<file path="config.mk">
export PLATFORM = sky130hd
export DESIGN_NAME = pipe_sram
export DESIGN_NICKNAME = d
export VERILOG_FILES = /design/src/rtl/pipe_sram_pkg.sv /design/src/rtl/pipe_sram_ctrl.sv /design/src/rtl/pipe_sram_data.sv /design/src/rtl/pipe_sram.sv
export SDC_FILE = /design/constraint.sdc
export NUM_CORES = 2
export LEC_CHECK = 0
export ABC_CLOCK_PERIOD_IN_PS = 5900
export BUFFER_PORTS_ARGS = -buffer_cell sky130_fd_sc_hd__buf_4
export CAP_MARGIN = 25
export CORE_ASPECT_RATIO = 0.75
export CORE_MARGIN = 2
export CORE_UTILIZATION = 50
export DETAILED_ROUTE_END_ITERATION = 6
export HOLD_SLACK_MARGIN = 0.03
export PLACE_DENSITY = 0.74
export SLEW_MARGIN = 30
export SYNTH_ARGS = -nofsm -noshare
export SYNTH_HDL_FRONTEND = slang
export SYNTH_SLANG_ARGS = --single-unit
export TNS_END_PERCENT = 1
</file>
<file path="constraint.sdc">
create_clock -name clk -period 5.9 [get_ports clk]
set_input_delay 0.59 -clock clk [delete_from_list [all_inputs] [get_ports clk]]
set_output_delay 0.59 -clock clk [all_outputs]
set_load 0.02 [all_outputs]
</file>
<file path="src/rtl/pipe_sram_pkg.sv">
package pipe_sram_pkg;
  localparam int LANES  = 4;
  localparam int LANE_W = 8;
  localparam int DATA_W = LANES * LANE_W;

  typedef struct packed {
    logic             capture;
    logic             wrEn;
    logic             rdEn;
    logic [LANES-1:0] laneEn;
  } opStrobes_t;
endpackage

</file>
<file path="src/rtl/pipe_sram_ctrl.sv">
module pipe_sram_ctrl
  import pipe_sram_pkg::*;
(
  input  logic             clk,
  input  logic             rstN,
  input  logic             addrStbN,
  input  logic             ce1N,
  input  logic             ce2,
  input  logic             ce3N,
  input  logic             gwN,
  input  logic             bweN,
  input  logic [LANES-1:0] byteStbN,
  output opStrobes_t       ops
);
  logic             selected;
  logic             accept;
  logic [LANES-1:0] laneMask;
  logic             wrQ;
  logic             rdQ;
  logic [LANES-1:0] laneQ;

  assign selected = !ce1N && ce2 && !ce3N;
  assign accept   = !addrStbN && selected;

  always_comb begin
    if (!gwN)       laneMask = '1;
    else if (!bweN) laneMask = ~byteStbN;
    else            laneMask = '0;
  end

  always_ff @(posedge clk) begin
    if (!rstN) begin
      wrQ   <= 1'b0;
      rdQ   <= 1'b0;
      laneQ <= '0;
    end else begin
      wrQ   <= accept && (|laneMask);
      rdQ   <= accept && !(|laneMask);
      laneQ <= accept ? laneMask : '0;
    end
  end

  always_comb begin
    ops.capture = accept;
    ops.wrEn    = wrQ;
    ops.rdEn    = rdQ;
    ops.laneEn  = laneQ;
  end
endmodule

</file>
<file path="src/rtl/pipe_sram_data.sv">
module pipe_sram_data
  import pipe_sram_pkg::*;
#(
  parameter int DEPTH = 64,
  localparam int AW   = $clog2(DEPTH)
) (
  input  logic              clk,
  input  logic              rstN,
  input  opStrobes_t        ops,
  input  logic [AW-1:0]     addr,
  input  logic [DATA_W-1:0] wrData,
  output logic [DATA_W-1:0] rdData
);
  logic [AW-1:0]                addrQ;
  logic [LANES-1:0][LANE_W-1:0] dataQ;
  logic [LANES-1:0][LANE_W-1:0] rdWord;

  always_ff @(posedge clk) begin
    if (ops.capture) begin
      addrQ <= addr;
      dataQ <= wrData;
    end
  end

  for (genvar g = 0; g < LANES; g++) begin : gLane
    logic [LANE_W-1:0] laneMem [DEPTH];
    logic [LANE_W-1:0] laneOut;

    always_ff @(posedge clk) begin
      if (ops.wrEn && ops.laneEn[g]) laneMem[addrQ] <= dataQ[g];
    end

    always_ff @(posedge clk) begin
      if (!rstN)          laneOut <= '0;
      else if (ops.rdEn)  laneOut <= laneMem[addrQ];
    end

    assign rdWord[g] = laneOut;
  end

  assign rdData = rdWord;
endmodule

</file>
<file path="src/rtl/pipe_sram.sv">
module pipe_sram
  import pipe_sram_pkg::*;
#(
  parameter int DEPTH = 64,
  localparam int AW   = $clog2(DEPTH)
) (
  input  logic              clk,
  input  logic              rstN,
  input  logic              addrStbN,
  input  logic              ce1N,
  input  logic              ce2,
  input  logic              ce3N,
  input  logic [AW-1:0]     addr,
  input  logic [DATA_W-1:0] wrData,
  input  logic              gwN,
  input  logic              bweN,
  input  logic [LANES-1:0]  byteStbN,
  output logic [DATA_W-1:0] rdData
);
  opStrobes_t ops;

  pipe_sram_ctrl i_ctrl (
    .clk      (clk),
    .rstN     (rstN),
    .addrStbN (addrStbN),
    .ce1N     (ce1N),
    .ce2      (ce2),
    .ce3N     (ce3N),
    .gwN      (gwN),
    .bweN     (bweN),
    .byteStbN (byteStbN),
    .ops      (ops)
  );

  pipe_sram_data #(.DEPTH(DEPTH)) i_data (
    .clk    (clk),
    .rstN   (rstN),
    .ops    (ops),
    .addr   (addr),
    .wrData (wrData),
    .rdData (rdData)
  );
endmodule

</file>
Word level (Yosys, flattened, before mapping)

Memory sizes are Yosys's and may differ from the RTL's. A register that Yosys moved wholly into a read port is not among the register bits.
Cells that the tools add are included.
Widths: inputs -> output; s select.

Bits in registers: 44
Bits in writable memories: 2048
Output and inout port bits: 32
Word-level logic and storage cells: 42
Memories: 4

Mux-type cells: 10
Bitwise logic cells: 1
Reductions and logical operators: 19

Memory list:

| memory                  | words | bits a word | read ports | clocked after Yosys merged registers in | write ports | line                 | source |
|---|---|---|---|---|---|---|---|
| i_data.gLane[0].laneMem | 64    | 8           | 1          | 1                                       | 1           | pipe_sram_data.sv:26 | `logic [LANE_W-1:0] laneMem [DEPTH];` |
| i_data.gLane[1].laneMem | 64    | 8           | 1          | 1                                       | 1           | pipe_sram_data.sv:26 |  |
| i_data.gLane[2].laneMem | 64    | 8           | 1          | 1                                       | 1           | pipe_sram_data.sv:26 |  |
| i_data.gLane[3].laneMem | 64    | 8           | 1          | 1                                       | 1           | pipe_sram_data.sv:26 |  |

Operator list:

| kind              | number |
|---|---|
| $logic_and 1x1->1 | 9 |
| $logic_not 1->1   | 8 |
| $mux 1            | 8 |
| $mux 4            | 2 |
| $not 4->4         | 1 |
| $reduce_or 4->1   | 1 |
| $reduce_and 2->1  | 1 |

Depth between registers and ports, before layout

Word-level depth: 6
Mapped depth: 11
Gate-level depth less buffers: 6

By module

A second synthesis with hierarchy kept.

Cells, all modules: 4559
Area total of the unflattened synthesis: 82088.7 um^2

By module, submodules not included:

| module         | times used | cells each | area an instance (um^2) | seq. area each (um^2) |
|---|---|---|---|---|
| pipe_sram_data | 1          | 4534       | 81807.2                 | 63280.7 |
| pipe_sram_ctrl | 1          | 25         | 281.5                   | 120.1 |

Worst setup path before layout

Ideal clock, no wire load.

Path type: input to register
From: input port addrStbN
To: register i_ctrl.wrQ
Library setup time: 0.087 ns
Data arrival time: 5.417 ns
Slack: 0.396 ns
Stages on the path: 3
Path buffers: 0
Cells stage by stage: nor4b_1 > nand2_1 > a21oi_1

Word-level cells in the longest chain between the ends: 3

RTL lines:

| what                 | line                 | source |
|---|---|---|
| start, declared      | pipe_sram.sv:9       | `input logic addrStbN,` |
| $logic_not 1->1      | pipe_sram_ctrl.sv:23 | `assign accept = !addrStbN && selected;` |
| $logic_and 1x1->1    | pipe_sram_ctrl.sv:23 |  |
| $logic_and 1x1->1    | pipe_sram_ctrl.sv:37 | `wrQ <= accept && (\|laneMask);` |
| end signal, assigned | pipe_sram_ctrl.sv:37 |  |
| end, declared        | pipe_sram_ctrl.sv:18 | `logic wrQ;` |

No other way between the ends.
A chain may end at the register's enable or synchronous reset.

==> results.cfg <==
[final_layout]
fillers = 12000
layout_commonest_cell = edfxtp_1
final_core_util = 0.559
finalNetCount = 4806
area_delta_synth_final_pct = 10.7
final_cell_mix = 2,086 x edfxtp_1, 346 x nor2_1, 253 x a221oi_1, 211 x mux2i_1, 194 x buf_4
drive_above_1_share = 0.158

[yosys]
syn_nets = 4723
synth-seq-area-share = 0.771
ys_async_sr_fraction = 0
yosysWarnings = 0
synth.avg_cell_area_um2 = 17.6
netlist_instances = 4673
ys_ff_latch = 2124
synth_area_um2 = 82200
synth-edff-count = 2086
synth_ff_type = edfxtp_1
ys_types = 82

[timing]
fmax_ghz = 0.242
fin_skew_ps = 32.9
finalSetupViolCount = 0
slew_headroom = 0.262
rsz0062_at_grt = no
max_slew.worst_pin.slew_ps = 1110
fin_tns_setup_ps = 0
post-route-period-util = 0.699
slew_viol_final = 0
period_minus_slack_ps = 4130
hold_viol_final = 0

[setup_path]
cp-end-kind = flop
cp-start-kind = flop
path_max_fanout = 83
critPathKind = flop to flop
critPathArrivalTime_ps = 4820
cp_data_required_time_ps = 6590

[power_and_ir_drop]
pwr-share-clk = 0.406
total_power_uw = 29300
ir_worst_vdd_uv = 337
switching_share = 0.209
internal-power_uw = 23200
pwr-share-seq = 0.561
p_per_area_nw_per_um2 = 322
leakagePower_uw = 0.0284
p_comb_frac = 0.032
power.switching_uw = 6130

[worst_hold_path]
timing.hold.worst.class = primary input to flop

[floorplan]
dieArea_um2 = 168000
start_util = 0.505
die_h_um = 355
core_area_um2 = 163000
fp.dieW_um = 472
rows = 128
pin_count = 82

[clock_network]
clkSinkCount = 2124
cts_tree = done
clk_latency_ps = 830
path_clk_slew_ps = 70
cts_max_path_buffers = 3
cts_root_buf = clkbuf_16
htreeDepth = 4
cts_buffers = 182

[routing]
wl_mm = 244
drc = 0
avgRoutedWirePerCell_um = 34.5
dr.pass1.iters = 7
num_vias = 49000
via_per_inst = 6.94
drtIter0Drc = 9377
ant_nets = 0

[placed_design]
hpwlAfterDp_mm = 141
gp_congestion = 0.904
port_buffers = 81

[status]
status = finished, final reports clean

[global_route]
grt_max_degree = 97
antenna_found_initial = 11
gr-total-overflow = 0
grt_pass1_vias = 46700
track_usage = 0.286
grt_pass1_wl_mm = 344

[flow_run]
max-cap-violations = 0
## synth_stat cells (4+ instances only)
cell / number / share of area
buf_1: 33 / 0.0015
nand4_1: 4 / 0.00030
a22oi_1: 193 / 0.018
a211oi_1: 17 / 0.0016
and3b_1: 4 / 0.00043
or3_1: 5 / 0.00038
o211ai_1: 7 / 0.00064
clkbuf_1: 99 / 0.0045
buf_6: 36 / 0.0049
a2111oi_0: 6 / 0.00064
o32ai_1: 5 / 0.00053
a21oi_1: 129 / 0.0079
and3_1: 18 / 0.0014
o22ai_1: 110 / 0.0084
buf_4: 51 / 0.0047
nand3b_1: 4 / 0.00037
a2bb2oi_1: 7 / 0.00075
o2bb2ai_1: 17 / 0.0018
buf_2: 126 / 0.0077
mux2i_1: 211 / 0.026
nand2b_1: 5 / 0.00038
a22o_1: 40 / 0.0043
o31ai_1: 7 / 0.00064
a221oi_1: 253 / 0.027
nand2_1: 142 / 0.0065
nor2_1: 359 / 0.016
edfxtp_1: 2086 / 0.76
a221o_1: 34 / 0.0041
nor2b_1: 6 / 0.00046
o21a_1: 8 / 0.00073
o21ai_0: 159 / 0.0097
nand3_1: 17 / 0.0010
o221ai_1: 6 / 0.00064
nor3_1: 20 / 0.0012
a31oi_1: 49 / 0.0037
o22a_1: 14 / 0.0015
mux4_2: 99 / 0.027
o2111a_1: 4 / 0.00055
mux2_2: 155 / 0.021
and2_1: 8 / 0.00061
dfxtp_1: 38 / 0.0093
a222oi_1: 16 / 0.0019
## per-layer routing
metal	global-route usage	wire [µm]
met5	0	159
met4	0.110	10300
met3	0.112	41700
met2	0.402	103000
met1	0.402	88400
## worst max-delay path: stages (launching register included)
cell	delay, ps
edfxtp_1	990
buf_12	480
nor2_4	110
buf_4	310
a22oi_1	650
o32ai_1	160
nor3_1	760
nand4_1	180
o31a_1	270
## layout make-up
cell class / count / area (µm²) / share of cell area
Inverter: 5 / 28.8 / 0.000316
Antenna cell: 4 / 10.0 / 0.000110
Sequential cell: 2124 / 63400 / 0.697
Clock inverter: 83 / 737 / 0.00810
Tap cell: 2145 / 2680 / 0.0295
Multi-Input combinational cell: 2196 / 17000 / 0.187
Clock buffer: 251 / 5060 / 0.0556
Timing Repair Buffer: 247 / 2100 / 0.0231
## cell families (layout without fill, tap and decap cells)
family | after synthesis | in the layout | synth area share
mux | 469 | 469 | 0.0748
compound gates | 1107 | 1107 | 0.0976
buf+inv | 353 | 586 | 0.0241
flops | 2124 | 2124 | 0.771
simple gates | 620 | 620 | 0.0323
other cells | 0 | 4 | 0
## power by group through the flow
stage | Clock (µW) | Combinational, µW | Sequential [µW]
floorplan | 0 | 449 | 16800
detailed placement | 0 | 884 | 16800
global route | 12500 | 964 | 16500
global placement | 0 | 870 | 16800
CTS | 11900 | 909 | 16500
finish | 11900 | 949 | 16500
## repair_timing
item	CTS	global route
hold buffers	39	0
buffers inserted	0	0
hold endpoints to repair	40	0
resized for setup	0	0
## sequential cells by signal, indices dropped and copies added (netlist names)
| signal | cells |
|---|---|
| i_ctrl.wrQ | 1 |
| i_data.gLane.laneOut | 32 |
| i_ctrl.rdQ | 1 |
| i_data.gLane.laneMem | 2048 |
| i_ctrl.laneQ | 4 |
| i_data.dataQ | 32 |
| i_data.addrQ | 6 |
## worst paths after layout
kind               startpoint                              to  slack (ps)  cells after the start
min                      bweN                      i_ctrl.wrQ         100                      3
max           i_data.addrQ[0]      i_data.gLane[3].laneOut[2]        1770                      8
max reg2reg   i_data.addrQ[0]      i_data.gLane[3].laneOut[2]        1770                      8
min reg2reg  i_data.dataQ[27]  i_data.gLane[3].laneMem[16][3]         470                      0
## stage by stage
stage / cell area, µm² / hold WS [ps] / cells / setup slack [ps]
2_1_floorplan: 82200 / 583 / 4673 / 396
4_1_cts: 91000 / 56.0 / 7050 / 1990
3_3_place_gp: 84800 / 458 / 6677 / 1570
5_1_grt: 91000 / 95.4 / 7051 / 1720
6_report: 91000 / 96.7 / 7055 / 1770
3_5_place_dp: 84800 / 465 / 6677 / 2000
No activity file was read; power rests on OpenSTA's default activity.
